**src/rtl/tmr_pkg.sv**
```systemverilog
package tmr_pkg;
  typedef enum logic [1:0] {
    MODE_STOP = 2'b00,
    MODE_EVT  = 2'b01,
    MODE_TMR  = 2'b10,
    MODE_PW   = 2'b11
  } tmr_mode_e;

  // packed LSB-last: {ie, pol, mode, en} maps to bits 4,3,2:1,0
  typedef struct packed {
    logic      ie;
    logic      pol;
    tmr_mode_e mode;
    logic      en;
  } tmr_ctl_t;

  localparam int CTL_W = $bits(tmr_ctl_t);
  localparam logic [1:0] ADR_CNT = 2'd0;
  localparam logic [1:0] ADR_CTL = 2'd1;
  localparam logic [1:0] ADR_STS = 2'd2;
endpackage

```
**src/rtl/tmr_sync.sv**
```systemverilog
module tmr_sync #(
  parameter int STAGES = 2
) (
  input  logic clk,
  input  logic rst_n,
  input  logic async_in,
  output logic lvl,
  output logic rise,
  output logic fall
);
  logic [STAGES-1:0] sh_q;
  logic              prev_q;

  always_ff @(posedge clk) begin
    if (!rst_n) begin
      sh_q   <= '0;
      prev_q <= 1'b0;
    end else begin
      sh_q[0] <= async_in;
      for (int i = 1; i < STAGES; i++) sh_q[i] <= sh_q[i-1];
      prev_q <= sh_q[STAGES-1];
    end
  end

  assign lvl  = sh_q[STAGES-1];
  assign rise = lvl & ~prev_q;
  assign fall = ~lvl & prev_q;
endmodule

```
**src/rtl/tmr_regs.sv**
```systemverilog
module tmr_regs
  import tmr_pkg::*;
#(
  parameter int CNT_W = 8
) (
  input  logic             clk,
  input  logic             rst_n,
  input  logic             bus_sel,
  input  logic             bus_wr,
  input  logic [1:0]       bus_addr,
  input  logic [CNT_W-1:0] bus_wdata,
  input  logic             ovf,
  input  logic             pwr_down,
  output tmr_ctl_t         ctl,
  output logic [CNT_W-1:0] preload,
  output logic             flag,
  output logic             wake,
  output logic             inhibit,
  output logic             load_cnt
);
  logic wr_cnt, wr_ctl, wr_sts;

  assign wr_cnt   = bus_sel & bus_wr & (bus_addr == ADR_CNT);
  assign wr_ctl   = bus_sel & bus_wr & (bus_addr == ADR_CTL);
  assign wr_sts   = bus_sel & bus_wr & (bus_addr == ADR_STS);
  assign inhibit  = bus_sel & ((bus_addr == ADR_CNT) | (bus_addr == ADR_CTL));
  assign load_cnt = wr_cnt & ~ctl.en;

  always_ff @(posedge clk) begin
    if (!rst_n) begin
      ctl     <= '0;
      preload <= '0;
      flag    <= 1'b0;
      wake    <= 1'b0;
    end else begin
      if (wr_ctl) ctl <= tmr_ctl_t'(bus_wdata[CTL_W-1:0]);
      if (wr_cnt) preload <= bus_wdata;
      // overflow outranks a software write to the flag
      if (ovf)         flag <= 1'b1;
      else if (wr_sts) flag <= bus_wdata[0];
      if (!pwr_down)          wake <= 1'b0;
      else if (ovf && !flag)  wake <= 1'b1;
    end
  end
endmodule

```
**src/rtl/tmr_counter.sv**
```systemverilog
module tmr_counter
  import tmr_pkg::*;
#(
  parameter int CNT_W = 8
) (
  input  logic             clk,
  input  logic             rst_n,
  input  logic             en,
  input  tmr_mode_e        mode,
  input  logic             pol,
  input  logic             inhibit,
  input  logic             load_cnt,
  input  logic [CNT_W-1:0] load_val,
  input  logic [CNT_W-1:0] preload,
  input  logic             ext_lvl,
  input  logic             ext_rise,
  input  logic             ext_fall,
  output logic [CNT_W-1:0] cnt,
  output logic             ovf
);
  logic step, adv;

  always_comb begin
    unique case (mode)
      MODE_EVT: step = pol ? ext_fall : ext_rise;
      MODE_TMR: step = 1'b1;
      MODE_PW:  step = (ext_lvl == ~pol);
      default:  step = 1'b0;
    endcase
  end

  assign adv = en & ~inhibit & step;
  assign ovf = adv & (&cnt);

  always_ff @(posedge clk) begin
    if (!rst_n)        cnt <= '0;
    else if (load_cnt) cnt <= load_val;
    else if (adv)      cnt <= ovf ? preload : cnt + 1'b1;
  end
endmodule

```
**src/rtl/tmr_evt_top.sv**
```systemverilog
module tmr_evt_top
  import tmr_pkg::*;
#(
  parameter int CNT_W       = 8,
  parameter int SYNC_STAGES = 2
) (
  input  logic             clk,
  input  logic             rst_n,
  input  logic             bus_sel,
  input  logic             bus_wr,
  input  logic [1:0]       bus_addr,
  input  logic [CNT_W-1:0] bus_wdata,
  output logic [CNT_W-1:0] bus_rdata,
  input  logic             ext_in,
  input  logic             pwr_down,
  output logic             irq,
  output logic             wake
);
  tmr_ctl_t         ctl_q;
  logic [CNT_W-1:0] preload_q, cnt_q;
  logic             flag_q, ovf, inhibit, load_cnt;
  logic             ext_lvl, ext_rise, ext_fall;

  tmr_sync #(.STAGES(SYNC_STAGES)) u_sync (
    .clk(clk), .rst_n(rst_n), .async_in(ext_in),
    .lvl(ext_lvl), .rise(ext_rise), .fall(ext_fall)
  );

  tmr_regs #(.CNT_W(CNT_W)) u_regs (
    .clk(clk), .rst_n(rst_n), .bus_sel(bus_sel), .bus_wr(bus_wr),
    .bus_addr(bus_addr), .bus_wdata(bus_wdata), .ovf(ovf),
    .pwr_down(pwr_down), .ctl(ctl_q), .preload(preload_q),
    .flag(flag_q), .wake(wake), .inhibit(inhibit), .load_cnt(load_cnt)
  );

  tmr_counter #(.CNT_W(CNT_W)) u_cnt (
    .clk(clk), .rst_n(rst_n), .en(ctl_q.en), .mode(ctl_q.mode),
    .pol(ctl_q.pol), .inhibit(inhibit), .load_cnt(load_cnt),
    .load_val(bus_wdata), .preload(preload_q), .ext_lvl(ext_lvl),
    .ext_rise(ext_rise), .ext_fall(ext_fall), .cnt(cnt_q), .ovf(ovf)
  );

  always_comb begin
    unique case (bus_addr)
      ADR_CNT: bus_rdata = cnt_q;
      ADR_CTL: bus_rdata = CNT_W'(ctl_q);
      ADR_STS: bus_rdata = {{(CNT_W-1){1'b0}}, flag_q};
      default: bus_rdata = '0;
    endcase
  end

  assign irq = flag_q & ctl_q.ie;
endmodule

```
**config.mk**
```make
export PLATFORM = sky130hd
export DESIGN_NAME = tmr_evt_top
export DESIGN_NICKNAME = d
export VERILOG_FILES = /design/src/rtl/tmr_pkg.sv /design/src/rtl/tmr_sync.sv /design/src/rtl/tmr_regs.sv /design/src/rtl/tmr_counter.sv /design/src/rtl/tmr_evt_top.sv
export SDC_FILE = /design/constraint.sdc
export NUM_CORES = 1
export LEC_CHECK = 0
export ABC_AREA = 1
export BUFFER_PORTS_ARGS = -buffer_cell sky130_fd_sc_hd__buf_2
export CAP_MARGIN = 20
export CORE_ASPECT_RATIO = 0.6
export CORE_MARGIN = 1.5
export CORE_UTILIZATION = 58
export CTS_CLUSTER_DIAMETER = 100
export DETAILED_ROUTE_END_ITERATION = 10
export GPL_ROUTABILITY_DRIVEN = 0
export GPL_TIMING_DRIVEN = 0
export PLACE_DENSITY = 0.82
export SETUP_SLACK_MARGIN = 0.3
export SLEW_MARGIN = 20
export SYNTH_ARGS = -nofsm -noshare
export SYNTH_HDL_FRONTEND = slang
export SYNTH_SLANG_ARGS = --single-unit
```
**constraint.sdc**
```tcl
create_clock -name clk -period 2.9 [get_ports clk]
set_input_delay 0.58 -clock clk [delete_from_list [all_inputs] [get_ports clk]]
set_output_delay 0.58 -clock clk [all_outputs]
set_load 0.02 [all_outputs]
```
# --- After elaboration in Yosys (flattened, before gate mapping) ---
# Cells that the tools add are included.
op_classes:
  add_sub_neg: 1
  n_eq_ne: 6
  muxes: 8
  bitwise: 18
  n_reduce_logical: 7
op_table:
  columns: ["op", "n"]
  rows:
  - ["8-bit two-way mux", 3]
  - ["8-bit one-hot mux with 3 select lines", 1]
  - ["1-bit bitwise AND", 12]
  - ["8-bit by 1-bit adder with 8-bit output (second input constant)", 1]
  - ["8-bit AND reduction", 1]
  - ["2-bit == test (second input constant)", 3]
  - ["1-bit NOT", 5]
  - ["2-bit by 1-bit == test with 1-bit output (second input constant)", 2]
  - ["2-bit nonzero test", 2]
  - ["1-bit two-way mux", 3]
  - ["1-bit one-hot mux with 3 select lines", 1]
  - ["2-bit zero test", 1]
  - ["2-bit AND reduction", 1]
  - ["1-bit == test", 1]
  - ["1-bit logical AND", 1]
  - ["1-bit zero test", 1]
  - ["1-bit bitwise OR", 1]
totals:
  ff_bits: 26
  input_bits: 16
  out_inout_bits: 10
  elab_cells: 50

# --- Depth between registers and ports, before layout ---
# Gate-level depths: netlist of the first run.
depth:
  ltp_word: 10
  mapped_depth: 11
  ltp_nobuf: 11

# --- Cells and area by module ---
# Synthesis of the first run repeated with hierarchy kept, for this count alone.
hier_totals:
  hier_cells: 234
  hier_area_um2: 1514.0
modules_own_cells:
  columns: ["module", "n_inst", "cells_each", "area_per_inst_um2", "seq_area_each_um2"]
  rows:
  - ["tmr_counter", 1, 117, 703.2, 160.2]
  - ["tmr_regs", 1, 76, 589.3, 300.3]
  - ["tmr_evt_top", 1, 28, 121.4, 0.0]
  - ["tmr_sync", 1, 13, 100.1, 60.1]

# --- Worst setup path after synthesis of the first run ---
# OpenSTA, ideal clock, no wires.
synth_path:
  path_type: "input to output"
  from: "in bus_addr[1]"
  to: "out bus_rdata[1]"
  arrival_time_ns: 1.308
  t_required_ns: 2.320
  path_slack_ns: 1.012
  stages: 3
  n_path_buf: 0
  cell_sequence: "nor2_4 > inv_1 > o21ai_0"
synth_via:
  elab_chain_len: 2
  word_cells_on_any_way: 4
  cone_classes: "eq/ne (2); mux (1); reduce/logical (1)"
synth_lines:
  columns: ["item", "line_no", "text"]
  rows:
  - ["from (decl)", "tmr_evt_top.sv:11", "input logic [1:0] bus_addr,"]
  - ["2-bit == test (tied with other cells)", "tmr_evt_top.sv:44", "unique case (bus_addr)"]
  - ["8-bit one-hot mux with 3 select lines (*)", "tmr_evt_top.sv:44", null]
  - ["to (decl)", "tmr_evt_top.sv:13", "output logic [CNT_W-1:0] bus_rdata,"]
# Mark *: on every way between the ends. The rest lies on a longest branch, timed or not.

# --- Worst setup path in the final report of the first run ---
layout_path:
  from: "in bus_addr[1]"
  to: "out bus_rdata[0]"
# The elaborated chain is that of the path after synthesis.

==> results of run 1 <==
## final cells by class
class / instances / area (um^2)
multi-input cells: 146 / 752
fillers: 180 / 598
flip-flops and latches: 26 / 520
inverters: 35 / 136
repair buffers: 25 / 125
clock buffers: 4 / 55.1
well taps: 30 / 37.5
plain buffers: 1 / 3.75
## critical path, cell delays in order
cell and delay (ns):
buf_2 0.14, nor2_4 0.15, inv_1 0.16, o221ai_1 0.22, buf_2 0.20
## cells by family after synthesis
kind of cell	count (synthesis)	share of synthesized area, %
flops	26	36.8
buf+inv	36	9.92
fa+ha+maj	1	0.886
simple gates	97	32.6
mux	1	0.709
compound gates	42	15.9
xor+xnor	5	3.10
## placed cells by master, fill, tap and decap left out
master and count:
a22o_2 1, clkinv_4 1, nand2_4 3, nand2_2 1
ha_1 1, clkbuf_8 4, clkbuf_1 1, nor3_4 1
nand3_1 11, o22ai_1 2, nand3_4 1, mux2i_1 1
nand2_1 37, o21ai_0 22, inv_2 3, a21oi_2 1
nor2_1 36, o221ai_1 1, xor2_1 5, clkinv_1 1
nor2_4 2, nand4_1 4, inv_1 30, nand3_2 1
a21oi_1 15, dfxtp_1 26, buf_2 25
## path summary, 6_finish.rpt
kind                                             endpoint  slack [ns]                      start  depth (start not counted)
worst max-delay path                         bus_rdata[0]        0.87                bus_addr[1]                          5
worst min-delay path            u_sync.sh_q[1]$_SDFF_PN0_        0.43  u_sync.sh_q[0]$_SDFF_PN0_                          2
worst max register to register  u_cnt.cnt[6]$_SDFFE_PN0P_        1.16  u_cnt.cnt[1]$_SDFFE_PN0P_                          9
worst min register to register  u_sync.sh_q[1]$_SDFF_PN0_        0.43  u_sync.sh_q[0]$_SDFF_PN0_                          2
## through the flow
stage	hold slack (ns)	cell area, um^2	util [%]
final	0.430	1630	73.2
after global routing	0.466	1630	73.2
after CTS	0.433	1630	73.2
after detailed placement	0.414	1580	70.7
after global placement	0.398	1580	70.7
after floorplan	0.390	1410	-
## sequential cells by signal (all words and copies together) (netlist names)
name            count
u_regs.ctl          5
u_sync.sh_q         2
u_regs.wake         1
u_regs.preload      8
u_regs.flag         1
u_sync.prev_q       1
u_cnt.cnt           8
## cell usage after synthesis
master    count  area share (%)
nand3_1      11             3.9
nand2_2       1            0.44
nand2_1      37             9.8
a21oi_2       1            0.62
xor2_1        5             3.1
nand2_4       3             2.4
nor2_4        2             1.6
a22o_2        1            0.71
mux2i_1       1            0.71
inv_1        30             8.0
nand4_1       4             1.8
nor3_4        1             1.2
dfxtp_1      26              37
nor2_1       36             9.6
o221ai_1      1            0.62
clkinv_4      1            0.62
inv_2         3            0.80
o21ai_0      22             7.8
nand3_4       1             1.2
clkinv_1      1            0.27
ha_1          1            0.89
clkbuf_1      1            0.27
a21oi_1      15             5.3
o22ai_1       2            0.89
nand3_2       1            0.71
## power breakdown
part           internal, W  switching, W  total (W)
Sequential        0.000366    0.00000657   0.000373
Clock             0.000121      0.000117   0.000238
Combinational    0.0000224     0.0000448  0.0000672
Total             0.000510      0.000168   0.000678
## layer usage
metal  share of wire, %  wire, um  global-route usage (%)
met5                  0         0                       0
met4                1.1        39                    9.69
met3                7.7       284                    9.62
met2                 47      1720                    52.0
met1                 45      1650                    34.3
==> reports/qor.log, run 1 <==
[place] number of buffers inserted by port buffering 25
[timing] final period demand of the worst path 2.03 ns
[setup_path] endpoint kind of the worst setup timing path output port
[drt] routed length per instance 13.9 um
[floorplan] core outline area 2230 um^2
[outcome] result of the run finished, final reports clean
[drt] Post-Route WL 3700 um
[drt] via density per instance 5.42
[floorplan] number of rows in the core area 13
[setup_path] Worst Path Max Fanout 7
[synthesis] sequential fraction of the synthesis area 36.8%
[timing] peak clock frequency supported by timing 493 MHz
[place] Post-Place Cells 263
[synthesis] Syn Nets 225
[floorplan] width of the die 66.7 um
[clock_network] Clock Tree Root clkbuf_8
[grt] total global routing overflow 0
[floorplan] Die ar. 2750 um^2
[drt] number of nets with antenna violations after routing 0
[worst_hold_path] min-delay worst type register to register
[grt] overall fraction of global-route tracks in use 29.1%
[drt] Iteration-0 DRC Markers 79
[clock_network] clock tree from TritonCTS yes
[clock_network] number of gates resized after cts 0
[clock_network] number of H-tree levels 1
[clock_network] CTS Buf Count 3
[synthesis] total of flip-flops plus latches after synthesis 26
[clock_network] Bufs on Longest Clock Path 2
[timing] final count of negative-setup-slack endpoints 0
[drt] remaining design rule violation count 0
[floorplan] effective utilization at floorplan 63.4%
[grt] largest net degree at the start of global routing 15
[timing] Hold Violations, Final 0
[finish] non-filler cells, final 267
[timing] setup_tns 0 ns
[finish] fraction of layout instances using a drive strength above 1 18.6%
[finish] synthesis-to-layout area growth 15.4%
[synthesis] synthesized instance count 208
[timing] Least-Margin Pin Slew 0.424 ns
[clock_network] clk sink count 26
[grt] number of antenna violations at the first check in global routing 0
[floorplan] overall die height 41.2 um
[setup_path] arrival time at the worst endpoint 1.45 ns
[grt] global-route wire length before repair 5660 um
[power] maximum VDD drop 0.331 mV
[power] power per unit of standard cell area 416 nW/um^2
[clock_network] number of buffers added to fix hold violations after cts 0
[synthesis] Mapped Avg Cell Area 6.79 um^2
[timing] Worst Setup Slack, final 0.873 ns
[power] Lkg Pwr 0.797 nW
[timing] maximum clock skew at final layout 0.00359 ns
[drt] count of vias placed by the detailed router 1448
[synthesis] count of cell types in the netlist 25
[timing] Max Slew Vio Count 0
[job] max-cap viol count 0
[finish] Net count, final 255
[setup_path] kind of start point of the critical path input pin
[timing] worst slew margin relative to its limit 71.7%
[setup_path] worst path required time 2.32 ns
[grt] number of global-route vias before repair 1279
[synthesis] cell area after synthesis 1410 um^2
[synthesis] Yosys warning count 0
[drt] DR pass1 iterations 4
[place] Setup Slack @ Placement 0.882 ns
[timing] setup repair after global routing missed its margin false
[clock_network] Clock transition at path regs 0.09 ns
[power] Final Total Pwr 0.000678 W
[floorplan] I/O pin total 26
[clock_network] clock insertion delay at the later pin of the skew report 0.27 ns
[finish] diodes inserted 0
[setup_path] category of the most critical setup path input pin to output port
[timing] post-route fraction of the period consumed by the critical path 69.9%
[place] estimated wirelength of the detail-placed design 2790 um
[clock_network] post-CTS setup repair buffer count 0
(Power assumes the default switching activity.)
==> run 2, diff against run 1 <==
- ABC_AREA: 1 -> 0
- CORE_UTILIZATION: 58 -> 49
- PLACE_DENSITY: 0.82 -> 0.73
- clock period: 2.9 -> 1.8 ns (I/O delays scaled with it)
==> run 2 against run 1 <==
  * Sequential share of layout area fell by 3.3 points
  * Sequential power grew 60%
  * Routed wire length is 7.6% higher
==> reports/qor.log, run 2 <==
[finish] diodes inserted 0 [unchanged]
[grt] fraction of met3 tracks used by global routing 5.36% [-4.3 points]
[floorplan] overall die height 45.1 um [+9.3%]
[synthesis] most used flip-flop cell after synthesis dfxtp_1
[grt] number of antenna violations at the first check in global routing 0 [unchanged]
[finish] commonest non-fill, non-tap cells in the layout 31 x nand2_1, 23 x buf_2, 18 x dfxtp_1
[floorplan] number of rows in the core area 15 [+2]
[clock_network] Clock Tree Root clkbuf_8
[floorplan] width of the die 73.1 um [+9.6%]
[setup_path] number of buffers and inverters on the critical path 1 [-2]
[timing] setup_tns 0 ns [unchanged]
[place] number of buffers inserted by port buffering 24 [-4.0%]
[synthesis] arithmetic-cell share of the synthesized area counting full adders, half adders and majority gates 0.866% [-0.020 points]
[floorplan] Die ar. 3290 um^2 [+20%]
[finish] synthesis-to-layout area growth 30.0%
[synthesis] cell area after synthesis 1450 um^2 [+2.3%]
[synthesis] count of cell types in the netlist 40 [+60%]
[drt] count of vias placed by the detailed router 1354 [-6.5%]
[synthesis] total of flip-flops plus latches after synthesis 26 [unchanged]
[job] max-cap viol count 0 [unchanged]
[grt] overall fraction of global-route tracks in use 24.1% [-5.0 points]
[synthesis] synthesized-area fraction occupied by and/or/nand/nor cells 27.2% [-5.4 points]
[clock_network] number of H-tree levels 1 [unchanged]
[timing] maximum clock skew at final layout 0.00275 ns [-0.000838 ns]
[power] maximum VDD drop 0.378 mV [+14%]
[grt] largest net degree at the start of global routing 16 [+1]
[clock_network] clock insertion delay at the later pin of the skew report 0.28 ns [about the same]
[drt] DR pass1 iterations 5 [+1]
[synthesis] Mapped Avg Cell Area 8.55 um^2 [+26%]
[grt] global-route wire length before repair 5890 um [+4.1%]
[setup_path] critical path's top delay family compound AO/OA/AOI/OAI gates
[finish] number of fillers in the final layout 233 [+29%]
[setup_path] endpoint kind of the worst setup timing path register
[timing] worst slew margin relative to its limit 71.9% [+0.16 points]
[setup_path] Critical-path top delay cell dfxtp_2
[synthesis] fraction of synthesized area in multiplexers 9.78% [+9.1 points]
[clock_network] CTS Buf Count 3 [unchanged]
[drt] Post-Route WL 3980 um [+7.6%]
[clock_network] clk sink count 26 [unchanged]
[timing] Least-Margin Pin Slew 0.422 ns [-0.00238 ns]
[synthesis] synthesized instance count 169 [-19%]
[synthesis] xor/xnor cell area share of the yosys netlist 4.24% [+1.1 points]
[timing] Max Slew Vio Count 0 [unchanged]
[power] Lkg Pwr 0.836 nW [+5.0%]
[drt] routed length per instance 16.1 um [+16%]
[timing] final count of negative-setup-slack endpoints 0 [unchanged]
[grt] gr busiest metal met1
[synthesis] combinational family with the most area after synthesis simple AND/OR/NAND/NOR gates
[drt] remaining design rule violation count 0 [unchanged]
[synthesis] cell with the most instances after synthesis nand2_1
[setup_path] cells along the critical path xor2_1 -> a21oi_1 -> a211o_1 -> buf_6 -> o21a_1 -> o31ai_1
[synthesis] top post-synthesis cells by area dfxtp_1 36%, mux2i_1 9.0%, nand2_1 8.1%
[timing] setup repair after global routing missed its margin true
[synthesis] most frequent cells after synthesis 31 x nand2_1, 26 x dfxtp_1, 13 x mux2i_1
[synthesis] complex-gate fraction of the synthesized area 17.2% [+1.3 points]
[setup_path] Worst Path Max Fanout 10 [+3]
[synthesis] share of synthesized registers carrying an async set or reset 0% [unchanged]
[synthesis] fraction of synthesized cell area taken by the top area cell type 36.0% [-0.83 points]
[synthesis] sequential fraction of the synthesis area 36.0% [-0.83 points]
[drt] number of nets with antenna violations after routing 0 [unchanged]
[grt] met1 GRT Util 36.8% [+2.5 points]
[drt] via density per instance 5.48 [+1.1%]
[synthesis] cell accounting for the most synthesized area dfxtp_1
[worst_hold_path] min-delay worst type input pin to register
[timing] peak clock frequency supported by timing 658 MHz
[floorplan] I/O pin total 26 [unchanged]
[drt] Iteration-0 DRC Markers 140 [+77%]
[synthesis] Yosys warning count 0 [unchanged]
[finish] Net count, final 223 [-13%]
[synthesis] Syn Nets 186 [-17%]
[setup_path] category of the most critical setup path register to register
[grt] total global routing overflow 0 [unchanged]
[timing] final period demand of the worst path 1.52 ns
[setup_path] kind of start point of the critical path register
[clock_network] Bufs on Longest Clock Path 2 [unchanged]
[floorplan] effective utilization at floorplan 51.0% [-12 points]
[synthesis] number of synthesized flops with an enable pin 0 [unchanged]
[power] power per unit of standard cell area 644 nW/um^2 [+55%]
[grt] global routing usage on met2 34.7% [-17 points]
[grt] number of global-route vias before repair 1171 [-8.4%]
[setup_path] CP max stage delay 0.37 ns [+0.15 ns]
[outcome] result of the run finished, final reports clean
[setup_path] arrival time at the worst endpoint 1.72 ns [+0.27 ns]
[timing] post-route fraction of the period consumed by the critical path 84.4%
[clock_network] Clock transition at path regs 0.09 ns [about the same]
[clock_network] number of buffers added to fix hold violations after cts 0 [unchanged]
[finish] fraction of layout instances using a drive strength above 1 32.2% [+14 points]
[timing] Hold Violations, Final 0 [unchanged]
[finish] most common library cell in the layout ignoring fill and taps nand2_1
[place] estimated wirelength of the detail-placed design 2650 um [-5.1%]
[setup_path] worst path required time 2.00 ns [-0.32 ns]
[finish] post-layout utilization of the core 66.3% [-6.8 points]
[clock_network] clock tree from TritonCTS yes
[floorplan] core outline area 2830 um^2 [+27%]
[finish] largest registers u_cnt.cnt (8), u_regs.preload (8), u_regs.ctl (5)
[run 2: cell count changes in the layout (fill, tap and decap cells not counted), sizes merged, moves of 8 or more]
cell	change
inv	-32
nor2	-31
o21ai	-15
a21oi	-14
buf	+14
mux2i	+12
nand2	-10
and2	+9
a21boi	+8
[run 2: worst paths after layout]
check | from | end | slack, ns | depth (start not counted)
worst min-delay path | ext_in | u_sync.sh_q[0]$_SDFF_PN0_ | 0.28 | 2
worst min register to register | u_sync.sh_q[0]$_SDFF_PN0_ | u_sync.sh_q[1]$_SDFF_PN0_ | 0.45 | 1
worst max-delay path | u_sync.sh_q[1]$_SDFF_PN0_ | u_cnt.cnt[7]$_SDFFE_PN0P_ | 0.28 | 6
worst max register to register | u_sync.sh_q[1]$_SDFF_PN0_ | u_cnt.cnt[7]$_SDFFE_PN0P_ | 0.28 | 6
[run 2: layout make-up]
| class | count | area, um^2 | share of cell area (%) |
|---|---|---|---|
| clock buffer | 3 | 41.3 | 2.20 |
| multi-input combinational | 131 | 928 | 49.4 |
| timing repair buffer | 32 | 186 | 9.92 |
| tap | 42 | 52.6 | 2.80 |
| buffer | 11 | 98.8 | 5.26 |
| inverter | 1 | 3.75 | 0.200 |
| sequential | 26 | 538 | 28.6 |
| clock inverter | 1 | 30.0 | 1.60 |
[run 2: metrics by stage]
stage / power, W / hold slack, ns / cells / instance area, um^2 / setup WS [ns]
after floorplan: 0.000675 / 0.412 / 169 / 1470 / 0.208
after CTS: 0.00120 / 0.288 / 242 / 1780 / 0.302
after global routing: 0.00124 / 0.292 / 247 / 1880 / 0.220
final: 0.00121 / 0.283 / 247 / 1880 / 0.280
after global placement: 0.000713 / 0.419 / 235 / 1640 / -0.0476
after detailed placement: 0.000716 / 0.432 / 235 / 1640 / -0.0608
[run 2: routing by layer]
| layer | wire length (um) | part of all wire (%) |
|---|---|---|
| met1 | 1780 | 45 |
| met2 | 1830 | 46 |
| met3 | 336 | 8.4 |
| met4 | 25 | 0.63 |
| met5 | 0 | 0 |
[run 2: kinds of logic after synthesis]
logic type	after synthesis
DFF	26
muxes	14
buffers and inverters	12
AOI/OAI and AO/OA	34
and+or+nand+nor	75
adders and majority gates	1
xor gates and xnor gates	7
[run 2: repair_timing]
item | CTS | global route
setup buffers | 3 | 5
endpoints found under the setup margin | 11 | 16
gates resized for setup | 18 | 21
pin swaps | 0 | 5
[run 2: where the power goes]
group          switching (W)  internal, W
Sequential         0.0000137     0.000584
Clock               0.000198     0.000298
Combinational      0.0000580    0.0000577
Total               0.000270     0.000940
==> run 3, diff against run 2 <==
- clock period: 1.8 -> 1.3 ns (I/O delays scaled with it)
==> run 3 against run 2 <==
  * The flow now finishes with violations (setup timing)
  * Non-clock buffer count grew 3
  * Routed wire length rose by 6.1%
  * First-iteration DRC count shrank 12%
==> reports/qor.log, run 3 (synthesis results as in run 2) <==
[finish] number of fillers in the final layout 210 [-9.9%]
[floorplan] effective utilization at floorplan 51.0% [unchanged]
[clock_network] Bufs on Longest Clock Path 2 [unchanged]
[setup_path] category of the most critical setup path register to register
[floorplan] number of rows in the core area 15 [unchanged]
[clock_network] CTS Buf Count 3 [unchanged]
[power] power per unit of standard cell area 840 nW/um^2 [+30%]
[clock_network] Clock transition at path regs 0.09 ns [about the same]
[timing] setup_tns -2.57 ns [-2.57 ns]
[timing] worst hold margin 0.188 ns [-0.0955 ns]
[setup_path] logic depth of the worst register-to-register path 6 [unchanged]
[setup_path] worst flop-to-flop path endpoint u_cnt.cnt[7]$_SDFFE_PN0P_
[finish] final instance area 2000 um^2 [+6.3%]
[power] internal power 0.00130 W [+39%]
[outcome] violated checks setup timing
[finish] most common library cell in the layout ignoring fill and taps nand2_1
[finish] non-filler cells, final 250 [+1.2%]
[grt] number of antenna violations at the first check in global routing 0 [unchanged]
[setup_path] capturing element of the worst setup path u_cnt.cnt[7]$_SDFFE_PN0P_
[finish] Net count, final 226 [+1.3%]
[floorplan] width of the die 73.1 um [unchanged]
[worst_hold_path] min-delay worst type input pin to register
[timing] post-route fraction of the period consumed by the critical path 123% [+38 points]
[clock_network] clk sink count 26 [unchanged]
[finish] largest registers u_cnt.cnt (8), u_regs.preload (8), u_regs.ctl (5)
[drt] DR pass1 iterations 4 [-1]
[clock_network] number of H-tree levels 1 [unchanged]
[drt] Post-Route WL 4220 um [+6.1%]
[timing] final count of negative-setup-slack endpoints 12 [+12]
[grt] overall fraction of global-route tracks in use 25.9% [+1.8 points]
[floorplan] core outline area 2830 um^2 [unchanged]
[setup_path] worst reg2reg startpoint u_sync.sh_q[1]$_SDFF_PN0_
[place] number of buffers inserted by port buffering 24 [unchanged]
[drt] via density per instance 5.55 [+1.3%]
[grt] number of global-route vias before repair 1229 [+5.0%]
[finish] fraction of layout instances using a drive strength above 1 41.8% [+9.6 points]
[grt] global-route wire length before repair 6230 um [+5.7%]
[timing] final period demand of the worst path 1.60 ns [+0.0766 ns]
[power] Seq pwr share 48.9% [-0.5 points]
[finish] footprint of the flip-flops and latches 558 um^2 [+3.7%]
[clock_network] Clock Tree Root clkbuf_8
[power] maximum VDD drop 0.566 mV [+50%]
[finish] synthesis-to-layout area growth 38.3%
[setup_path] flop-to-flop setup slack -0.30 ns [-0.58 ns]
[drt] Iteration-0 DRC Markers 123 [-12%]
[setup_path] arrival time at the worst endpoint 1.79 ns [+0.07 ns]
[timing] Worst Setup Slack, final -0.296 ns [-0.577 ns]
[timing] Max Slew Vio Count 0 [unchanged]
[drt] routed length per instance 16.9 um [+4.8%]
[timing] worst slew margin relative to its limit 81.4% [+9.5 points]
[timing] setup repair after global routing missed its margin true
[drt] count of vias placed by the detailed router 1388 [+2.5%]
[drt] number of nets with antenna violations after routing 0 [unchanged]
[clock_network] clock insertion delay at the later pin of the skew report 0.27 ns [about the same]
[place] estimated wirelength of the detail-placed design 2770 um [+4.6%]
[timing] maximum clock skew at final layout 0.00377 ns [+0.00102 ns]
[power] Sw Ratio 22.3% [about the same]
[grt] largest net degree at the start of global routing 16 [unchanged]
[power] net switching power 0.000374 W [+39%]
[setup_path] Worst Path Max Fanout 5 [-5]
[setup_path] beginning of the critical path u_sync.sh_q[1]$_SDFF_PN0_
[outcome] result of the run finished with violations
[power] Lkg Pwr 0.876 nW [+4.8%]
[power] share of total power in combinational logic 10.7% [+1.1 points]
[floorplan] overall die height 45.1 um [unchanged]
[floorplan] Die ar. 3290 um^2 [unchanged]
[finish] diodes inserted 0 [unchanged]
[power] clock network fraction of design power 40.3% [-0.7 points]
[grt] total global routing overflow 0 [unchanged]
[job] max-cap viol count 0 [unchanged]
[timing] Hold Violations, Final 0 [unchanged]
[place] Post-Place Cells 235 [unchanged]
[place] post-detailed-placement cell area 1720 um^2 [+4.6%]
[finish] area occupied by multi-input gates 950 um^2 [+2.3%]
[place] Setup Slack @ Placement -0.408 ns [-0.347 ns]
[floorplan] I/O pin total 26 [unchanged]
[finish] commonest non-fill, non-tap cells in the layout 31 x nand2_1, 17 x buf_2, 12 x mux2i_1
[setup_path] kind of start point of the critical path register
[clock_network] clock tree from TritonCTS yes
[timing] Least-Margin Pin Slew 0.278 ns [-0.143 ns]
[drt] remaining design rule violation count 0 [unchanged]
[setup_path] worst path required time 1.49 ns [-0.51 ns]
[timing] peak clock frequency supported by timing 626 MHz [-4.8%]
[setup_path] endpoint kind of the worst setup timing path register
## run 3: changes by cell type in the layout (fill, tap and decap cells not counted), sizes merged
cell    before  now
clkbuf       7    8
buf         39   41
## run 3: metal layers
| metal | GRT usage (%) | vias to the layer above | part of all wire, % |
|---|---|---|---|
| met5 | 0 | - | 0 |
| met4 | 6.04 | 0 | 1.3 |
| met3 | 5.13 | 6 | 8.6 |
| met2 | 42.9 | 58 | 44 |
| met1 | 35.4 | 658 | 46 |
| li1 | - | 666 | - |
## run 3: worst min path at each step
stage	startpoint	endpoint	slack, ns	cells after the start
final	ext_in	u_sync.sh_q[0]$_SDFF_PN0_	0.19	2
after global routing	ext_in	u_sync.sh_q[0]$_SDFF_PN0_	0.19	2
after CTS	ext_in	u_sync.sh_q[0]$_SDFF_PN0_	0.19	2
after detailed placement	u_sync.sh_q[0]$_SDFF_PN0_	u_sync.sh_q[1]$_SDFF_PN0_	0.42	1
after global placement	u_sync.sh_q[0]$_SDFF_PN0_	u_sync.sh_q[1]$_SDFF_PN0_	0.41	1
after floorplan	ext_in	u_sync.sh_q[0]$_SDFF_PN0_	0.39	1
## run 3: layout make-up
cell class,count,share of cell area [%]
inverters,1,0.188
plain buffers,11,5.45
multi-input cells,131,47.5
clock buffers,3,2.07
flip-flops and latches,26,27.9
well taps,42,2.63
repair buffers,35,12.7
clock inverters,1,1.50
## run 3: timing repair
item	in CTS	in global routing
endpoints found under the setup margin	33	33
gates resized for setup	43	11
setup buffers	4	6
gates cloned	1	0
pin swaps	8	4
hold buffers	0	0
## run 3: power by group through the flow
| stage | Clock, W | Sequential, W | Combinational (W) |
|---|---|---|---|
| 2_1_floorplan | 0 | 0.000840 | 0.000100 |
| 6_report | 0.000677 | 0.000821 | 0.000180 |
| 5_1_grt | 0.000718 | 0.000823 | 0.000195 |
| 3_5_place_dp | 0 | 0.000846 | 0.000155 |
| 4_1_cts | 0.000683 | 0.000823 | 0.000169 |
| 3_3_place_gp | 0 | 0.000845 | 0.000150 |
## run 3: metrics by stage
stage / power [W] / util, %
2_1_floorplan: 0.000941 / -
3_3_place_gp: 0.000995 / 60.7
3_5_place_dp: 0.00100 / 60.7
4_1_cts: 0.00167 / 68.1
5_1_grt: 0.00174 / 70.5
6_report: 0.00168 / 70.5
## run 3: critical path, cell delays in order, from the launching register on
cell and delay (ns):
dfxtp_2 0.35, buf_4 0.13, xnor2_1 0.12, a211o_1 0.35, buf_6 0.16, o21a_1 0.18
o31ai_1 0.23
